===== src/rtl/lpc_dreq_tx.sv =====
module lpc_dreq_tx #(
  parameter int CH_W  = 3,
  parameter int DEPTH = 4
) (
  input  logic            clk,
  input  logic            rst_n,
  input  logic            cmd_valid,
  output logic            cmd_ready,
  input  logic [CH_W-1:0] cmd_chan,
  input  logic            cmd_act,
  output logic            dreq_n,
  output logic            busy
);

  localparam int PW   = (DEPTH > 1) ? $clog2(DEPTH) : 1;
  localparam int CW   = $clog2(DEPTH + 1);
  localparam int GAP  = CH_W + 3;
  localparam int PHW  = $clog2(GAP + 1);

  logic [CH_W:0]  mem [DEPTH];
  logic [PW-1:0]  wr_ptr, rd_ptr;
  logic [CW-1:0]  count;
  logic [PHW-1:0] phase;
  logic [CH_W:0]  sh;

  logic push, pop, can_load, in_data;

  assign cmd_ready = (count != CW'(DEPTH));
  assign push      = cmd_valid && cmd_ready;
  assign can_load  = (phase == '0) || (phase == PHW'(GAP));
  assign pop       = can_load && (count != '0);
  assign in_data   = (phase >= PHW'(2)) && (phase <= PHW'(CH_W + 2));

  assign busy   = (phase != '0);
  assign dreq_n = (phase == PHW'(1)) ? 1'b0 : (in_data ? sh[CH_W] : 1'b1);

  always_ff @(posedge clk)
    if (push) mem[wr_ptr] <= {cmd_chan, cmd_act};

  always_ff @(posedge clk) begin
    if (!rst_n) begin
      wr_ptr <= '0;
      rd_ptr <= '0;
      count  <= '0;
    end else begin
      if (push) wr_ptr <= (wr_ptr == PW'(DEPTH - 1)) ? '0 : wr_ptr + 1'b1;
      if (pop)  rd_ptr <= (rd_ptr == PW'(DEPTH - 1)) ? '0 : rd_ptr + 1'b1;
      case ({push, pop})
        2'b10:   count <= count + 1'b1;
        2'b01:   count <= count - 1'b1;
        default: count <= count;
      endcase
    end
  end

  always_ff @(posedge clk) begin
    if (!rst_n) begin
      phase <= '0;
      sh    <= '0;
    end else if (can_load) begin
      phase <= pop ? PHW'(1) : '0;
      if (pop) sh <= mem[rd_ptr];
    end else begin
      phase <= phase + 1'b1;
      if (phase >= PHW'(2)) sh <= {sh[CH_W-1:0], 1'b0};
    end
  end

endmodule



===== config.mk =====
export PLATFORM = sky130hd
export DESIGN_NAME = lpc_dreq_tx
export DESIGN_NICKNAME = d
export VERILOG_FILES = /design/src/rtl/lpc_dreq_tx.sv
export SDC_FILE = /design/constraint.sdc
export NUM_CORES = 1
export LEC_CHECK = 0
export BUFFER_PORTS_ARGS = -buffer_cell sky130_fd_sc_hd__buf_2
export CORE_UTILIZATION = 45
export CTS_CLUSTER_SIZE = 20
export DETAILED_ROUTE_END_ITERATION = 16
export PLACE_DENSITY = 0.63
export SYNTH_ARGS = -nofsm -noshare
export SYNTH_HDL_FRONTEND = slang
export SYNTH_SLANG_ARGS = --single-unit

===== constraint.sdc =====
create_clock -name clk -period 2.4 [get_ports clk]
set_clock_uncertainty 0.1 [all_clocks]
set_input_delay 0.36 -clock clk [delete_from_list [all_inputs] [get_ports clk]]
set_output_delay 0.36 -clock clk [all_outputs]
set_load 0.02 [all_outputs]

**Word-level counts from Yosys, hierarchy flattened**

Memories as Yosys holds them, arrays and structs flattened. A register that Yosys moved wholly into a read port is not among the register bits.
Index checks and enable logic that the tools add are counted.

- Memories: 1
- Register bits: 14
- Word-level logic and storage cells: 45
- Memory bits (writable): 16
- Bits in latches: 0
- Input bits: 7
- ROM bits: 0
- Output and inout bits: 3

- Bitwise gates (word level): 0
- Multiply operators: 0
- $add $sub $neg: 5
- Equal/unequal tests: 8
- Order comparisons: 2
- Shift-type cells: 0
- Mux-type cells: 14
- Divide/modulo/power cells: 0
- Reductions and logical operators: 10

Memories:

| name | words | width | rd ports | clocked after memory_dff | write ports | RTL line | text |
|---|---|---|---|---|---|---|---|
| mem | 4 | 4 | 1 | 1 | 1 | 20 | `logic [CH_W:0] mem [DEPTH];` |

Operators with widths:

| operator | count |
|---|---|
| $mux W4 | 3 |
| $mux W2 | 4 |
| $add A3 B1 Y3 const B | 2 |
| $eq A2 B2 Y1 const B | 3 |
| $pmux W3 S2 | 1 |
| $reduce_bool A3 Y1 | 2 |
| $mux W1 | 5 |
| $add A2 B1 Y2 const B | 2 |
| $reduce_bool A2 Y1 | 2 |
| $eq A3 B1 Y1 const B | 1 |
| $eq A3 B3 Y1 const B | 1 |
| $ge A3 B2 Y1 const B | 1 |
| $le A3 B3 Y1 const B | 1 |
| $logic_and A1 B1 Y1 | 3 |
| $logic_not A3 Y1 | 1 |
| $mux W3 | 1 |
| $ne A3 B3 Y1 const B | 1 |
| $sub A3 B1 Y3 const B | 1 |
| $eq A2 B1 Y1 const B | 1 |
| $ne A2 B2 Y1 const B | 1 |
| $reduce_and A2 Y1 | 1 |
| $logic_or A1 B1 Y1 | 1 |

**Longest topological paths before layout**

Gate-level depths: netlist of run 1.

- Depth in word-level cells: 5
- Mapped depth: 11
- Gate-level depth less buffers: 10

**Least setup slack after synthesis of run 1**

No wires, ideal clock.

- Kind: register to register
- From: register count[0]
- To: register count[2]
- Clock period less this slack: 2297 ps
- Buffers on the path: 1
- Library setup time: 71 ps
- Stages on the path, launching flop included: 10
- Slack: 103 ps
- Arrival: 2126 ps
- Required time: 2229 ps
- Cell sequence: dfxtp_1 or3b_1 buf_2 nand2_1 ha_1 inv_1 fa_1 xor2_1 or3_1 a21oi_1

- Longest elaborated chain between the ends: 4
- Elaborated cells between the ends (all ways): 10
- Those cells by class: add/sub: 2; eq/ne: 3; mux: 1; reduce/logical: 4

Ends and longest elaborated chain:

| element | RTL line | text |
|---|---|---|
| from (decl) | 22 | `logic [CW-1:0] count;` |
| from (signal assigned) | 49 | `2'b10: count <= count + 1'b1;` |
| from (signal assigned) | 50 | `2'b01: count <= count - 1'b1;` |
| from (signal assigned) | 51 | `default: count <= count;` |
| $ne A3 B3 Y1 (*) | 28 | `assign cmd_ready = (count != CW'(DEPTH));` |
| net cmd_ready | 8 | `output logic cmd_ready,` |
| $logic_and A1 B1 Y1 (*) | 29 | `assign push = cmd_valid && cmd_ready;` |
| $eq A2 B1 Y1 / $eq A2 B2 Y1 (equally long branches) | 48 | `case ({push, pop})` |
| $pmux W3 S2 / $reduce_bool A2 Y1 (equally long branches) | -- |  |

Mark *: on every way through the listed nets, which the timed path passes. The rest lies on a longest branch.
A chain may end at the register's enable or synchronous reset.

**Final worst setup path of run 1**

- From: register count[2]
- To: register count[2]

- Longest elaborated chain between the ends: 4
- Elaborated cells between the ends (all ways): 10
- Those cells by class: add/sub: 2; eq/ne: 3; mux: 1; reduce/logical: 4

Ends and longest elaborated chain:

| element | RTL line |
|---|---|
| $ne A3 B3 Y1 / $reduce_bool A3 Y1 (equally long branches) | 28, 31 |
| $logic_and A1 B1 Y1, on equally long branches | 29, 31 |
| $eq A2 B1 Y1 / $eq A2 B2 Y1 (equally long branches) | 48 |
| $pmux W3 S2 / $reduce_bool A2 Y1 (equally long branches) | -- |

Several ways; a longest one is shown, not always the timed one.

==> results of run 1 <==
==> layout by cell type, fill, tap and decap left out, types with 6 or more instances in the layout <==
cell type	count
a21oi_1	10
buf_2	9
dfxtp_1	16
edfxtp_1	16
ha_1	9
inv_1	10
nand2_1	6
==> path summary, 6_finish.rpt <==
| path | to | slack (ps) | start |
|---|---|---|---|
| hold / removal | mem[3][2] | 130 | cmd_chan[1] |
| setup reg to reg | count[2] | 130 | count[2] |
| hold reg to reg | sh[0] | 370 | sh[0] |
| setup / recovery | count[2] | 130 | count[2] |
==> routing by layer <==
layer  GRT usage, %  vias to the layer above  wire [µm]
li1               -                      455          -
met1           20.7                      474       1100
met2           28.4                       13       1270
met3           7.42                        5         99
met4           7.14                        0         40
met5              0                        -          0
==> critical path, cell delays in order, from the launching register on <==
cell and delay, ps:
dfxtp_1 400, or3b_1 390, nand2_1 100, ha_2 180, inv_1 50, fa_1 370
xor2_1 180, or3_1 300, a21oi_1 140
==> logic make-up after synthesis <==
logic type,synth area share (%)
compound gates,8.89
flops,54.7
simple gates,9.40
xor+xnor,1.80
fa+ha+maj,10.8
buf+inv,4.10
mux,10.3
==> repair_timing <==
item / in CTS / in global routing
endpoints found under the hold margin: 0 / 0
resized for setup: 0 / 2
endpoints found under the setup margin: 0 / 1
setup buffers: 0 / 0
==> sequential cells by signal, indices dropped and copies added (netlist names), named ones only <==
register  count
wr_ptr        2
rd_ptr        2
mem          16
phase         3
count         3
sh            4
==> stage by stage <==
stage | cell area, µm² | hold WS [ps] | power [µW] | util (%)
after floorplan | 1460 | 328 | 1180 | -
after global placement | 1560 | 346 | 1300 | 50.6
after detailed placement | 1560 | 360 | 1320 | 50.6
after CTS | 1640 | 118 | 1730 | 53.2
after global routing | 1640 | 105 | 1840 | 53.3
final | 1640 | 135 | 1720 | 53.3
==> report_power, final <==
group	switching [µW]	internal, µW
sequential	76.7	674
clock	189	217
combinational	309	249
==> layout make-up <==
type	instances	share of cell area, %
inverters	10	2.29
clock buffers	5	2.29
clock inverters	3	2.59
well taps	44	3.35
flip-flops and latches	32	48.8
multi-input cells	72	37.0
repair buffers	11	3.66
==> flow_summary.toml, run 1 <==
[status]
status = "finished clean"

[clock_network]
cts_tree = "done"
cts_root_buf = "clkbuf_4"
cts_hold_buffers = 0
numCtsBuffers = 5
clock-sinks = 32
clockBufferDepth = 2
clk_latency_ps = 330
htree_levels = 2
clk_pin_slew_ps = 100

[global_route]
grt_overflow = 0
grt_max_degree = 13
grt_pass1_wl_um = 4280
antenna_found_initial = 0
grt_pass1_vias = 933
grt_util_all_layers_pct = 17.6

[drt]
vias_per_cell = 5.35
wl_per_cell_um = 14.2
wirelength_um = 2510
dr.pass1.iters = 4
drc = 0
drt_iter0_markers = 43
ant_nets = 0
via_count = 947

[placement]
gp_congestion = 0.660
pre_cts_slack_ps = 160
io_buffers = 9
dp_hpwl_um = 1860
placedCellCount = 169

[sta]
period_share_pct = 94.5
grt_setup_unrepaired = "no"
period_needed_ps = 2270
tightest_slew_ps = 461
layout_setup_ws_ps = 131
setup_viol = 0
relSlewSlack_pct = 69.1
slew_viol_final = 0
setup_tns_ps = 0
max_freq_mhz = 441
hold_viol = 0

[synth]
synth_ff_type = "edfxtp_1"
synth_edf_count = 16
synthCells = 119
synthTopCellsByCount = "16 x dfxtp_1, 16 x edfxtp_1, 11 x ha_1"
synth_cell_types = 30
synth_seq_cells = 32
syn-num-nets = 138
yosysSeqAreaShare_pct = 54.7
synth_warnings = 0
postSynthAreaPerCell_um2 = 12.3
syn_area_um2 = 1460
synth_top_area_share_pct = 32.8
synth_top_area_cell = "edfxtp_1"
async_reset_ff_share_pct = 0
synth.area.top_cells = "edfxtp_1 33%, dfxtp_1 22%, ha_1 9.4%"

[die]
dieWidth_um = 59.0
fp.dieH_um = 59.0
core.rowCount = 20
coreArea_um2 = 3080
start_util_pct = 47.6
ios = 10
die_area_um2 = 3490

[final_layout]
nets = 151
drive_above_1_share_pct = 21.1
stdcell_count = 177
multi_input_area_um2 = 608
n_antenna_cell = 0
fillCellCount = 271
area_growth_pct = 12.1
seq_area_um2 = 801

[setup_path]
worstRegToRegCells = 8
worstSetupEndpointType = "register"
startpoint_type = "register"
cp.required_ps = 2560
crit_fanout = 5
criticalPathCategory = "reg -> reg"
worstPathArrival_ps = 2430

[pwr]
ir_worst_vdd_uv = 429
total_leakage_power_uw = 0.000645
power.density_nw_per_um2 = 1050

[hold_path]
min_delay_path_depth = 1
hp-class = "in -> reg"

[run]
max-cap-violations = 0
No activity file was read; power rests on OpenSTA's default activity.
==> inputs of run 2 (changes only) <==
==> config.mk (replaced) <==
export PLATFORM = sky130hd
export DESIGN_NAME = lpc_dreq_tx
export DESIGN_NICKNAME = d
export VERILOG_FILES = /design/src/rtl/lpc_dreq_tx.sv
export SDC_FILE = /design/constraint.sdc
export NUM_CORES = 1
export LEC_CHECK = 0
export CORE_UTILIZATION = 45
export CTS_CLUSTER_SIZE = 20
export DETAILED_ROUTE_END_ITERATION = 16
export DONT_BUFFER_PORTS = 1
export PLACE_DENSITY = 0.6
export SETUP_SLACK_MARGIN = 0.2
export SYNTH_ARGS = -nofsm -noshare
export SYNTH_HDL_FRONTEND = slang
export SYNTH_SLANG_ARGS = --single-unit
==> flow_summary.toml, run 2 (synthesis gave the netlist of run 1 again) <==
[setup_path]
r2r-start = "count[2]"
criticalPathCategory = "reg -> reg"
startpoint_type = "register"
worstRegToRegCells = 8
worstSetupEndpointType = "register"
reg2reg_to = "count[2]"
crit_fanout = 5
r2r_setup_slack_ps = 190
startpoint = "count[2]"
cp.required_ps = 2590
worstPathArrival_ps = 2400

[final_layout]
registers.top_by_ff_count = "mem"
seq_area_um2 = 812
design_area_um2 = 1750
n_antenna_cell = 0
area_growth_pct = 19.5
layout_common_cells = "16 x edfxtp_1, 11 x dfxtp_1, 9 x a21oi_1"
fillCellCount = 275
post-route-util_pct = 56.8
multi_input_area_um2 = 663
largestRegisters = "mem (16), sh (4)"
largest_reg_flops = 16
nets = 151
drive_above_1_share_pct = 28.6
layout_commonest_cell = "edfxtp_1"

[sta]
hold_viol = 0
grt_setup_unrepaired = "yes"
holdWs_ps = 29.5
layout_setup_ws_ps = 189
setup_tns_ps = 0
period_needed_ps = 2210
relSlewSlack_pct = 72.8
tightest_slew_ps = 408
period_share_pct = 92.1
max_freq_mhz = 452
setup_viol = 0
slew_viol_final = 0

[die]
die_area_um2 = 3490
coreArea_um2 = 3080
ios = 10
core.rowCount = 20
fp.dieH_um = 59.0
start_util_pct = 47.6
dieWidth_um = 59.0

[clock_network]
numCtsBuffers = 5
cts_tree = "done"
clk_latency_ps = 350
clock-sinks = 32
htree_levels = 2
clockBufferDepth = 2
cts_root_buf = "clkbuf_4"
clk_pin_slew_ps = 110

[global_route]
grt_pass1_wl_um = 4250
antenna_found_initial = 0
grt_overflow = 0
grt_busiest_layer = "met2"
met1_usage_pct = 19.1
grt_pass1_vias = 960
grt_util_met2_pct = 30.2
met3_usage_pct = 7.21
grt_max_degree = 13
grt_util_all_layers_pct = 17.8

[drt]
drc = 0
vias_per_cell = 5.19
via_count = 919
dr.pass1.iters = 4
ant_nets = 0
drt_iter0_markers = 19
wl_per_cell_um = 14.6
wirelength_um = 2580

[pwr]
ir_worst_vdd_uv = 531
total_leakage_power_uw = 0.000671
power.density_nw_per_um2 = 1060

[hold_path]
min_from = "rst_n"
hold_path_end = "phase[0]"
min_delay_path_depth = 2
hp-class = "in -> reg"

[placement]
io_buffers = 0
dpl-instance-area_um2 = 1530
gp_congestion = 0.688
pre_cts_slack_ps = 169
dp_hpwl_um = 1750

[status]
status = "finished clean"

[run]
max-cap-violations = 0
[run 2: per-layer routing]
layer  wire [µm]  vias to the layer above
li1            -                      455
met1        1130                      443
met2        1290                       15
met3         106                        6
met4          59                        0
met5           0                        -
[run 2: critical path: stages, from the launching register on]
cell and delay, ps:
dfxtp_2 380, or3b_4 410, nand2_4 80, ha_4 120
inv_1 40, fa_2 330, xor2_1 160, or3_1 400
a21oi_2 130
[run 2: worst max path at each step]
| stage | end | slack (ps) | depth (start not counted) |
|---|---|---|---|
| 2_1_floorplan | count[2] | 200 | 9 |
| 3_3_place_gp | count[2] | 300 | 10 |
| 3_5_place_dp | count[2] | 170 | 8 |
| 4_1_cts | count[2] | 200 | 8 |
| 5_1_grt | count[2] | 110 | 8 |
| 6_report | count[2] | 190 | 8 |
[run 2: report_power, final]
| part | leakage (µW) | switching (µW) | internal (µW) | total, µW |
|---|---|---|---|---|
| Clock | 0.0000418 | 217 | 222 | 439 |
| Combinational | 0.000348 | 344 | 314 | 657 |
| Sequential | 0.000281 | 78.8 | 682 | 761 |
| Total | 0.000671 | 640 | 1220 | 1860 |
[run 2: area by class of cell]
cell class                      count  share of cell area, %
Tap cell                           44                   3.15
Clock buffer                        5                   2.15
Timing Repair Buffer               11                   5.29
Inverter                           10                   2.43
Multi-Input combinational cell     72                   37.9
Clock inverter                      3                   2.65
Sequential cell                    32                   46.4
[run 2: timing repair]
item / CTS / global route
pin swaps: 6 / 3
hold buffers: 4 / 0
gates resized for setup: 17 / 1
endpoints found under the setup margin: 1 / 1
hold endpoints to repair: 16 / 0
buffers inserted: 4 / 0
[run 2: per-stage QoR]
step                power, µW  std cells
CTS                      1860        177
detailed placement       1320        161
global placement         1300        161
finish                   1860        177
floorplan                1210        119
global route             1970        177
==> inputs of run 3 (changes only) <==
--- a/config.mk
+++ b/config.mk
@@ -5,12 +5,15 @@
 export SDC_FILE = /design/constraint.sdc
 export NUM_CORES = 1
 export LEC_CHECK = 0
+export CELL_PAD_IN_SITES_DETAIL_PLACEMENT = 1
+export CELL_PAD_IN_SITES_GLOBAL_PLACEMENT = 1
 export CORE_UTILIZATION = 45
 export CTS_CLUSTER_SIZE = 20
 export DETAILED_ROUTE_END_ITERATION = 16
 export DONT_BUFFER_PORTS = 1
-export PLACE_DENSITY = 0.6
+export PLACE_DENSITY = 0.71
 export SETUP_SLACK_MARGIN = 0.2
+export SKIP_LAST_GASP = 1
 export SYNTH_ARGS = -nofsm -noshare
 export SYNTH_HDL_FRONTEND = slang
 export SYNTH_SLANG_ARGS = --single-unit
==> flow_summary.toml, run 3 (synthesis gave the netlist of run 1 again) <==
[global_route]
antenna_found_initial = 0
grt_pass1_wl_um = 4330
grt_util_all_layers_pct = 18.0
grt_overflow = 0
grt_pass1_vias = 931
grt_max_degree = 13

[clock_network]
clk_pin_slew_ps = 90
cts_root_buf = "clkbuf_4"
clk_latency_ps = 320
htree_levels = 2
clockBufferDepth = 2
cts_tree = "done"
clock-sinks = 32
numCtsBuffers = 5

[status]
status = "finished clean"

[run]
max-cap-violations = 0

[sta]
tightest_slew_ps = 421
relSlewSlack_pct = 71.9
hold_viol = 0
setup_tns_ps = 0
max_freq_mhz = 460
period_share_pct = 90.5
grt_setup_unrepaired = "yes"
setup_viol = 0
holdWs_ps = 28.5
slew_viol_final = 0
period_needed_ps = 2170

[pwr]
power_switching_uw = 597
ir_worst_vdd_uv = 683
p_int_uw = 1200
p_sw_share_pct = 33.3
clkPwrFrac_pct = 21.8
pwr-share-comb_pct = 36.0
total_leakage_power_uw = 0.000667
power.density_nw_per_um2 = 1040
seq_power_share_pct = 42.2

[setup_path]
crit_fanout = 4
worstSetupEndpointType = "register"
cp.required_ps = 2550
startpoint_type = "register"
criticalPathCategory = "reg -> reg"
worstPathArrival_ps = 2330

[final_layout]
largest_reg_flops = 16
drive_above_1_share_pct = 27.8
layout_common_cells = "16 x edfxtp_1, 11 x dfxtp_1, 9 x a21oi_1"
area_growth_pct = 17.6
fillCellCount = 328
registers.top_by_ff_count = "mem"
post-route-util_pct = 55.9
multi_input_area_um2 = 648
seq_area_um2 = 810
nets = 151
n_antenna_cell = 0
largestRegisters = "mem (16), sh (4)"
layout_commonest_cell = "edfxtp_1"

[die]
fp.dieH_um = 59.0
coreArea_um2 = 3080
dieWidth_um = 59.0
start_util_pct = 47.6
ios = 10
die_area_um2 = 3490
core.rowCount = 20

[drt]
wl_per_cell_um = 15.8
ant_nets = 0
via_count = 935
drt_iter0_markers = 34
vias_per_cell = 5.28
drc = 0
dr.pass1.iters = 3
wirelength_um = 2800

[hold_path]
hp-class = "in -> reg"

[placement]
dp_hpwl_um = 2030
io_buffers = 0
gp_congestion = 0.695
run 3: power by group through the flow:
stage / sequential (µW) / clock [µW] / combinational (µW)
after floorplan: 744 / 0 / 463
after global placement: 760 / 0 / 550
after detailed placement: 766 / 0 / 576
after CTS: 756 / 408 / 578
after global routing: 771 / 429 / 723
final: 757 / 391 / 646
run 3: timing repair:
action	CTS	global route
cloned	0	0
endpoints found under the setup margin	1	1
buffers inserted	0	4
resized for setup	3	11
pin swaps	0	4
hold buffers	0	4
endpoints found under the hold margin	0	14
run 3: cell type report:
| type | instances | share of cell area, % |
|---|---|---|
| clock buffer | 6 | 2.40 |
| sequential | 32 | 47.0 |
| inverter | 10 | 2.33 |
| timing repair buffer | 11 | 5.38 |
| clock inverter | 2 | 2.03 |
| tap | 44 | 3.20 |
| multi-input combinational | 72 | 37.6 |
run 3: worst paths after layout:
| kind | from | endpoint | slack [ps] | depth (start not counted) |
|---|---|---|---|---|
| worst max-delay path | count[2] | count[2] | 230 | 8 |
| worst min-delay path | cmd_chan[2] | mem[3][3] | 30 | 0 |
| worst max register to register | count[2] | count[2] | 230 | 8 |
| worst min register to register | sh[0] | sh[0] | 360 | 2 |
run 3: per-stage QoR:
stage | cells | setup WS [ps] | area (µm²) | power [µW]
3_5_place_dp | 161 | 194 | 1530 | 1340
4_1_cts | 169 | 205 | 1610 | 1740
3_3_place_gp | 161 | 256 | 1530 | 1310
6_report | 177 | 227 | 1720 | 1790
5_1_grt | 177 | 139 | 1720 | 1920
2_1_floorplan | 119 | 200 | 1490 | 1210
run 3: critical path, cell delays in order (launching register included):
cell,delay (ps)
dfxtp_2,360
or3b_4,390
nand2_2,70
ha_2,180
inv_1,50
fa_2,330
xor2_1,170
or3_1,330
a21oi_2,120
run 3: layer usage:
layer	part of all wire, %	track usage, %	wire, µm	vias up
met4	1.3	7.14	37	0
met5	0	0	0	-
met3	2.1	5.46	60	4
li1	-	-	-	453
met2	52	30.7	1460	6
met1	44	21.2	1230	472
